File: src/rtl/seg_xlate_pkg.sv
package seg_xlate_pkg;

   typedef enum logic [1:0] {
      PRIV_KERN   = 2'd0,
      PRIV_SUPER  = 2'd1,
      PRIV_USER   = 2'd2,
      PRIV_ERRLVL = 2'd3
   } priv_e;

   typedef enum logic [1:0] {
      XR_MATCH   = 2'd0,
      XR_TLB     = 2'd1,
      XR_ADDRERR = 2'd2
   } xres_e;

   localparam int CFG_W    = 16;
   localparam int PAF_LSB  = 9;
   localparam int PAF_W    = 7;
   localparam int AM_LSB   = 4;
   localparam int AM_W     = 3;
   localparam int EU_BIT   = 3;
   localparam int PA_SHIFT = 29;
   localparam int VA_W     = 32;

   localparam logic [VA_W-1:0] LOW_MASK  = 32'h3FFF_FFFF;
   localparam logic [VA_W-1:0] HIGH_MASK = 32'h1FFF_FFFF;

   localparam logic [AM_W-1:0] AM_RSVD = 3'd6;

endpackage

File: src/rtl/seg_cfg_select.sv
module seg_cfg_select
   import seg_xlate_pkg::*;
#(
   parameter int ADDR_W = 32
) (
   input  logic [ADDR_W-1:0] va,
   input  logic [31:0]       cfg0,
   input  logic [31:0]       cfg1,
   input  logic [31:0]       cfg2,
   output logic [CFG_W-1:0]  cfg_word,
   output logic [ADDR_W-1:0] off_mask
);

   logic [2:0] top_bits;
   assign top_bits = va[ADDR_W-1 -: 3];

   always_comb begin
      cfg_word = '0;
      off_mask = HIGH_MASK;
      if (!top_bits[2]) begin
         off_mask = LOW_MASK;
         cfg_word = top_bits[1] ? cfg2[15:0] : cfg2[31:16];
      end else begin
         unique case (top_bits[1:0])
            2'b00:   cfg_word = cfg1[31:16];
            2'b01:   cfg_word = cfg1[15:0];
            2'b10:   cfg_word = cfg0[31:16];
            default: cfg_word = cfg0[15:0];
         endcase
      end
   end

endmodule

File: src/rtl/seg_am_decode.sv
module seg_am_decode
   import seg_xlate_pkg::*;
(
   input  logic [1:0]      priv,
   input  logic [AM_W-1:0] am,
   input  logic            eu,
   output xres_e           res
);

   localparam logic [7:0] KERN_MAP = 8'b0000_1110;
   localparam logic [7:0] SUP_ADE  = 8'b0000_0011;
   localparam logic [7:0] SUP_MAP  = 8'b0001_1100;
   localparam logic [7:0] USR_ADE  = 8'b0010_0111;
   localparam logic [7:0] USR_MAP  = 8'b0001_1000;

   logic [7:0] ade_vec;
   logic [7:0] map_vec;

   always_comb begin
      ade_vec = '0;
      map_vec = '0;
      unique case (priv_e'(priv))
         PRIV_KERN:  map_vec = KERN_MAP;
         PRIV_SUPER: begin ade_vec = SUP_ADE; map_vec = SUP_MAP; end
         PRIV_USER:  begin ade_vec = USR_ADE; map_vec = USR_MAP; end
         default:    map_vec = eu ? 8'h00 : KERN_MAP;
      endcase
   end

   always_comb begin
      if (ade_vec[am])      res = XR_ADDRERR;
      else if (map_vec[am]) res = XR_TLB;
      else                  res = XR_MATCH;
   end

   // reserved code never errors or maps
   always_comb begin
      if (am == AM_RSVD)
         a_r8_rsvd_match: assert (res == XR_MATCH);
   end

endmodule

File: src/rtl/seg_pa_compose.sv
module seg_pa_compose
   import seg_xlate_pkg::*;
#(
   parameter int ADDR_W = 32,
   parameter int PA_W   = 36
) (
   input  logic [ADDR_W-1:0] va,
   input  logic [ADDR_W-1:0] off_mask,
   input  logic [PAF_W-1:0]  pa_field,
   input  xres_e             res,
   output logic [PA_W-1:0]   pa,
   output logic [2:0]        perm
);

   logic [PA_W-1:0] base_ext;
   logic [PA_W-1:0] mask_ext;
   logic [PA_W-1:0] va_ext;

   assign base_ext = PA_W'(pa_field) << PA_SHIFT;
   assign mask_ext = PA_W'(off_mask);
   assign va_ext   = PA_W'(va);

   always_comb begin
      if (res == XR_MATCH) begin
         pa   = (base_ext & ~mask_ext) | (va_ext & mask_ext);
         perm = 3'b111;
      end else begin
         pa   = '0;
         perm = 3'b000;
      end
   end

endmodule

File: src/rtl/seg_xlate_unit.sv
module seg_xlate_unit
   import seg_xlate_pkg::*;
#(
   parameter int ADDR_W  = 32,
   parameter int PA_W    = 36,
   parameter bit OUT_REG = 1'b1
) (
   input  logic              clk,
   input  logic              rst_n,
   input  logic              in_valid,
   input  logic [ADDR_W-1:0] virt_addr,
   input  logic [1:0]        priv_mode,
   input  logic [31:0]       seg_cfg0,
   input  logic [31:0]       seg_cfg1,
   input  logic [31:0]       seg_cfg2,
   output logic              out_valid,
   output logic [1:0]        result,
   output logic [PA_W-1:0]   phys_addr,
   output logic [2:0]        perm_rwx
);

   localparam int MIN_PA_W = PAF_W + PA_SHIFT;

   generate
      if (ADDR_W != VA_W) begin : g_bad_addr_w
         $error("seg_xlate_unit: ADDR_W must equal 32");
      end
      if (PA_W < MIN_PA_W) begin : g_bad_pa_w
         $error("seg_xlate_unit: PA_W too narrow for the base field");
      end
   endgenerate

   logic [CFG_W-1:0]  cfg_word;
   logic [ADDR_W-1:0] off_mask;
   logic [AM_W-1:0]   cfg_am;
   logic              cfg_eu;
   logic [PAF_W-1:0]  cfg_paf;
   xres_e             dec_res;
   logic [PA_W-1:0]   pa_raw;
   logic [2:0]        perm_raw;

   logic              v_c;
   logic [1:0]        res_c;
   logic [PA_W-1:0]   pa_c;
   logic [2:0]        perm_c;

   logic unused_cfg_bits;
   assign unused_cfg_bits = ^{cfg_word[8:7], cfg_word[2:0]};

   seg_cfg_select #(.ADDR_W(ADDR_W)) u_sel (
      .va       (virt_addr),
      .cfg0     (seg_cfg0),
      .cfg1     (seg_cfg1),
      .cfg2     (seg_cfg2),
      .cfg_word (cfg_word),
      .off_mask (off_mask)
   );

   assign cfg_paf = cfg_word[PAF_LSB +: PAF_W];
   assign cfg_am  = cfg_word[AM_LSB +: AM_W];
   assign cfg_eu  = cfg_word[EU_BIT];

   seg_am_decode u_dec (
      .priv (priv_mode),
      .am   (cfg_am),
      .eu   (cfg_eu),
      .res  (dec_res)
   );

   seg_pa_compose #(.ADDR_W(ADDR_W), .PA_W(PA_W)) u_pa (
      .va       (virt_addr),
      .off_mask (off_mask),
      .pa_field (cfg_paf),
      .res      (dec_res),
      .pa       (pa_raw),
      .perm     (perm_raw)
   );

   // idle cycles present all-zero results
   assign v_c    = in_valid;
   assign res_c  = in_valid ? dec_res  : 2'd0;
   assign pa_c   = in_valid ? pa_raw   : '0;
   assign perm_c = in_valid ? perm_raw : 3'b000;

   generate
      if (OUT_REG) begin : g_reg
         always_ff @(posedge clk) begin
            if (!rst_n) begin
               out_valid <= 1'b0;
               result    <= 2'd0;
               phys_addr <= '0;
               perm_rwx  <= 3'b000;
            end else begin
               out_valid <= v_c;
               result    <= res_c;
               phys_addr <= pa_c;
               perm_rwx  <= perm_c;
            end
         end

         a_r11_lat_hi: assert property (@(posedge clk) disable iff (!rst_n)
            in_valid |=> out_valid);
         a_r11_lat_lo: assert property (@(posedge clk) disable iff (!rst_n)
            !in_valid |=> (!out_valid && result == 2'd0));
      end else begin : g_comb
         assign out_valid = v_c;
         assign result    = res_c;
         assign phys_addr = pa_c;
         assign perm_rwx  = perm_c;
      end
   endgenerate

   a_r10_zero_on_fail: assert property (@(posedge clk) disable iff (!rst_n)
      (out_valid && result != 2'd0) |-> (phys_addr == '0 && perm_rwx == 3'b000));

   a_r9_full_perm: assert property (@(posedge clk) disable iff (!rst_n)
      (out_valid && result == 2'd0) |-> perm_rwx == 3'b111);

   a_r4_kern_no_ade: assert property (@(posedge clk) disable iff (!rst_n)
      (in_valid && priv_mode == 2'd0) |-> res_c != 2'd2);

   a_r6_user_am5_ade: assert property (@(posedge clk) disable iff (!rst_n)
      (in_valid && priv_mode == 2'd2 && cfg_am == 3'd5) |-> res_c == 2'd2);

   a_r7_eu_match: assert property (@(posedge clk) disable iff (!rst_n)
      (in_valid && priv_mode == 2'd3 && cfg_eu) |-> res_c == 2'd0);

endmodule

File: config.mk
export PLATFORM = sky130hd
export DESIGN_NAME = seg_xlate_unit
export DESIGN_NICKNAME = d
export VERILOG_FILES = /design/src/rtl/seg_xlate_pkg.sv /design/src/rtl/seg_cfg_select.sv /design/src/rtl/seg_am_decode.sv /design/src/rtl/seg_pa_compose.sv /design/src/rtl/seg_xlate_unit.sv
export SDC_FILE = /design/constraint.sdc
export NUM_CORES = 1
export LEC_CHECK = 0
export BUFFER_PORTS_ARGS = -buffer_cell sky130_fd_sc_hd__buf_2
export CELL_PAD_IN_SITES_DETAIL_PLACEMENT = 1
export CELL_PAD_IN_SITES_GLOBAL_PLACEMENT = 1
export CORE_MARGIN = 2
export CORE_UTILIZATION = 33
export CTS_CLUSTER_DIAMETER = 80
export DETAILED_ROUTE_END_ITERATION = 12
export GPL_TIMING_DRIVEN = 0
export PLACE_DENSITY = 0.89
export SETUP_SLACK_MARGIN = 0.05
export SYNTH_ARGS = -nofsm -noshare
export SYNTH_HDL_FRONTEND = slang
export SYNTH_HIERARCHICAL = 1
export SYNTH_SLANG_ARGS = --single-unit
File: constraint.sdc
create_clock -name clk -period 7.1 [get_ports clk]
set_input_delay 1.42 -clock clk [delete_from_list [all_inputs] [get_ports clk]]
set_output_delay 1.42 -clock clk [all_outputs]
set_load 0.01 [all_outputs]
After elaboration in Yosys (flattened, before gate mapping)
Cells that the tools add are included.
{ "totals": {"input_bits": 133, "regBits": 42, "word_cells": 32, "output_inout_bits": 42} }
{ "op_classes": {"eq_ne": 4, "magnitude_cmp": 1, "n_reduce_logical": 5, "muxes": 14, "bitwise_logic": 4} }
{ "ops": {"columns": ["cell", "n"], "rows": [
  ["case mux 16 bit (3 select lines)", 1],
  ["bitwise AND 36 bit", 1],
  ["NOT 30 -> 36 bit", 1],
  ["bitwise OR 36 bit", 1],
  ["bitwise AND 32 x 30 -> 32 bit", 1],
  ["2-to-1 mux 16 bit", 2],
  ["2-to-1 mux 30 bit", 1],
  ["case mux 8 bit (3 select lines)", 1],
  ["case mux 6 bit (2 select lines)", 1],
  ["binary-select mux 1 bit (select 3 bit)", 2],
  ["logical NOT 2 bit", 3],
  ["== test 2 x 1 -> 1 bit, second input constant", 2],
  ["== test 2 bit, second input constant", 2],
  ["< comparator 3 x 4 -> 1 bit, second input constant", 1],
  ["2-to-1 mux 4 bit", 1],
  ["2-to-1 mux 1 bit", 3],
  ["2-to-1 mux 3 bit", 1],
  ["AND reduction 3 bit", 1],
  ["2-to-1 mux 2 bit", 1],
  ["AND reduction 2 bit", 1]
]} }

Longest topological paths before layout
{ "depth": {"word_depth": 11, "depth_mapped": 11, "ltp_nobuf": 8} }

Hierarchy
The synthesis kept the hierarchy.
{ "modules_own_cells": {"columns": ["mod", "cells_per_inst", "area_each_um2", "n_inst", "seq_area_each_um2"], "rows": [
  ["seg_xlate_unit", 92, 1182.4, 1, 840.8],
  ["seg_cfg_select", 90, 1083.5, 1, 0.0],
  ["seg_pa_compose", 45, 321.6, 1, 0.0],
  ["seg_am_decode", 18, 136.4, 1, 0.0]
]} }

Worst setup path after synthesis
No wires, ideal clock.
{ "synth_path": {"path_kind": "input port to flip-flop", "from": "input port virt_addr[29]", "to": "register phys_addr[34]", "n_path_buf": 3, "arrival_time_ns": 3.735, "path_stages": 11, "required_ns": 6.984, "path_slack_ns": 3.248, "setup_ns": 0.116, "path_cell_list": "buf_6 > buf_12 > mux4_2 > mux2_4 > nor2b_1 > a31oi_1 > o21ai_0 > nor2_4 > buf_6 > and2_2 > and3_2"} }
{ "synth_between": {"word_cells_on_any_way": 17, "classes_between": "eq/ne (2); mux (10); bitwise (2); reduce/logical (3)"} }
{ "synth_rtl": {"columns": ["element", "line_no", "source"], "rows": [
  ["start, declared", "seg_xlate_unit.sv:11", "input logic [ADDR_W-1:0] virt_addr,"],
  ["== test 2 bit, or another cell as far along", "seg_cfg_select.sv:24", "unique case (top_bits[1:0])"],
  ["case mux 16 bit (3 select lines) (*)", "seg_cfg_select.sv:24", null],
  ["2-to-1 mux 16 bit (*)", "seg_cfg_select.sv:20", "if (!top_bits[2]) begin"],
  ["via cfg_word[5]", "seg_xlate_unit.sv:33", "logic [CFG_W-1:0] cfg_word;"],
  ["binary-select mux 1 bit (select 3 bit) (*)", "seg_am_decode.sv:31", "if (ade_vec[am]) res = XR_ADDRERR;"],
  ["2-to-1 mux 1 bit (implied by the code) (*)", "seg_am_decode.sv:31", null],
  ["2-to-1 mux 2 bit (*)", "seg_am_decode.sv:31", null],
  ["via dec_res[1]", "seg_xlate_unit.sv:38", "xres_e dec_res;"],
  ["logical NOT 2 bit (*)", "seg_pa_compose.sv:24", "if (res == XR_MATCH) begin"],
  ["AND reduction 3 bit (no source line) (*)", null, null],
  ["end signal, assigned", "seg_xlate_unit.sv:96", "phys_addr <= pa_c;"],
  ["end, declared", "seg_xlate_unit.sv:18", "output logic [PA_W-1:0] phys_addr,"]
]} }
The timed path passes the listed nets; every way through them passes the cells marked *. The select of a mux whose other input is x is not followed.
A chain may end at the register's enable or synchronous reset.

Final worst setup path
{ "layout_path": {"from": "input port virt_addr[29]", "to": "register phys_addr[3]"} }
Same word-level chain as after synthesis.

==> flow_metrics.env <==
export IMPL_cts_max_level=2
export IMPL_grt_usage=0.171
export IMPL_first_global_vias=2454
export IMPL_rows=31
export IMPL_clk_pin_slew_worst_paths_ns=0.07
export IMPL_critical_path_peak_fanout=12
export IMPL_slew_headroom=0.453
export IMPL_dpl_hpwl_um=6090
export IMPL_cts_root_buf="clkbuf_8"
export IMPL_tritoncts="built"
export IMPL_worst_slew_pin_slew_ns=0.811
export IMPL_p_switching_uw=147
export IMPL_met3_usage=0.0367
export IMPL_critPathLaunchType="primary input"
export IMPL_fin_ws_ns=3.07
export IMPL_io_buffers=144
export IMPL_wirelength_um=6950
export IMPL_cp_end_kind="register"
export IMPL_vias_per_cell=4.41
export IMPL_drc_errors=0
export IMPL_fin_crit_sh=0.568
export IMPL_p_int_uw=450
export IMPL_finalSetupTns_ns=0
export IMPL_clock_path_buffers=2
export IMPL_ant_nets=0
export IMPL_finalSetupViolations=0
export IMPL_die_y_um=90.7
export IMPL_fin_nets=547
export IMPL_status="finished, final reports clean"
export IMPL_drive_above_1_share=0.662
export IMPL_seq_power_share=0.416
export IMPL_drt_pass1_iter_count=4
export IMPL_hold_violations=0
export IMPL_drv_slew=0
export IMPL_use_met1=0.177
export IMPL_fmax_mhz=248
export IMPL_start_util=0.342
export IMPL_fin_crit_ns=4.03
export IMPL_numCtsBuffers=5
export IMPL_area_growth_pct=42.7
export IMPL_p_leak_uw=0.00205
export IMPL_pwr_density_cell_nw_per_um2=169
export IMPL_overflow=0
export IMPL_fillers=885
export IMPL_hp_class="primary input to register"
export IMPL_dr_total_vias=2248
export IMPL_rsz0062_at_grt="no"
export IMPL_diodes=0
export IMPL_place_ws_ns=2.72
export IMPL_crit_type="primary input to register"
export IMPL_switching_share=0.247
export IMPL_synth_area_um2=2480
export IMPL_worst_ep_required_time_ns=7.27
export IMPL_die_w_um=90.7
export IMPL_drtIter0Drc=63
export IMPL_clock_sinks=42
export IMPL_final_seq_area_um2=841
export IMPL_post_cts_setup_buffer_count=0
export IMPL_syn_inst=230
export IMPL_post_cts_resize_count=0
export IMPL_power_frac_comb=0.285
export IMPL_avgSynthCellArea_um2=10.8
export IMPL_cap_violations=0
export IMPL_fin_area_um2=3540
export IMPL_gp_congestion=0.774
export IMPL_wl_per_cell_um=13.6
export IMPL_yosysWarnings=6
export IMPL_ir_worst_vdd_v=0.0000780
export IMPL_antenna_found_initial=0
export IMPL_ios=175
export IMPL_cts_hold_fix_buffers=0
export IMPL_grt_pass1_wl_um=11300
export IMPL_post_dp_cell_area_um2=3430
export IMPL_die_area_um2=8220
export IMPL_pwr_share_clk=0.299
export IMPL_grt_max_degree=13
export IMPL_multi_input_area_um2=1350
export IMPL_grt_util_met2=0.348
export IMPL_cp_data_arrival_time_ns=4.20
export IMPL_globalRoute_busiestLayer="met2"
export IMPL_core_um2=7250
sequential cells by signal (all words and copies together), names as in the netlist:
signal	flops
out_valid	1
perm_rwx	3
phys_addr	36
result	2
layout make-up:
cell class,instances,area share
multi-input cells,161,0.382
plain buffers,52,0.107
clock buffers,7,0.0216
repair buffers,144,0.204
clock inverters,1,0.00848
well taps,99,0.0350
inverters,4,0.00424
flip-flops and latches,42,0.238
power groups by stage:
stage          Clock (µW)  Sequential, µW  Combinational (µW)
2_1_floorplan           0             260                 104
3_3_place_gp            0             253                 166
3_5_place_dp            0             254                 172
4_1_cts               184             248                 172
5_1_grt               193             249                 188
6_report              179             248                 170
placed cells by master, fill, tap and decap left out, types with 3 or more instances in the layout:
master	count
clkbuf_2	4
mux2_2	14
mux2i_1	3
mux2_4	8
conb_1	31
and3_1	35
mux4_1	3
clkbuf_8	5
clkbuf_1	4
and3_2	35
mux4_2	8
buf_4	33
ha_1	4
dfxtp_1	42
inv_1	4
buf_2	152
buf_6	4
nor3_1	3
and2_2	4
routing by layer:
layer | up-vias | share of wire
met5 | - | 0
met3 | 4 | 0.077
met2 | 113 | 0.55
met4 | 0 | 0.0063
met1 | 1024 | 0.37
li1 | 1107 | -
final timing paths:
kind / startpoint / endpoint / slack [ns] / cells after the start
worst max-delay path: virt_addr[29] / phys_addr[3]$_SDFF_PN0_ / 3.07 / 12
worst min-delay path: in_valid / phys_addr[34]$_SDFF_PN0_ / 1.45 / 2
metrics by stage:
| step | power, µW | utilization | instances | hold slack [ns] |
|---|---|---|---|---|
| 3_3_place_gp | 419 | 0.473 | 502 | 1.74 |
| 2_1_floorplan | 364 | - | 259 | 1.59 |
| 5_1_grt | 631 | 0.488 | 510 | 1.48 |
| 3_5_place_dp | 426 | 0.473 | 502 | 1.75 |
| 4_1_cts | 605 | 0.488 | 510 | 1.45 |
| 6_report | 597 | 0.488 | 510 | 1.45 |
worst max-delay path: stages:
cell and delay, ns:
buf_2 0.10, buf_6 0.12, buf_12 0.13, mux4_2 0.49
mux2_4 0.29, nor2b_1 0.16, a31oi_1 0.08, o21ai_0 0.65
nor2_4 0.16, buf_6 0.19, and3_1 0.19, and3_2 0.21
No activity file was read; power rests on OpenSTA's default activity.
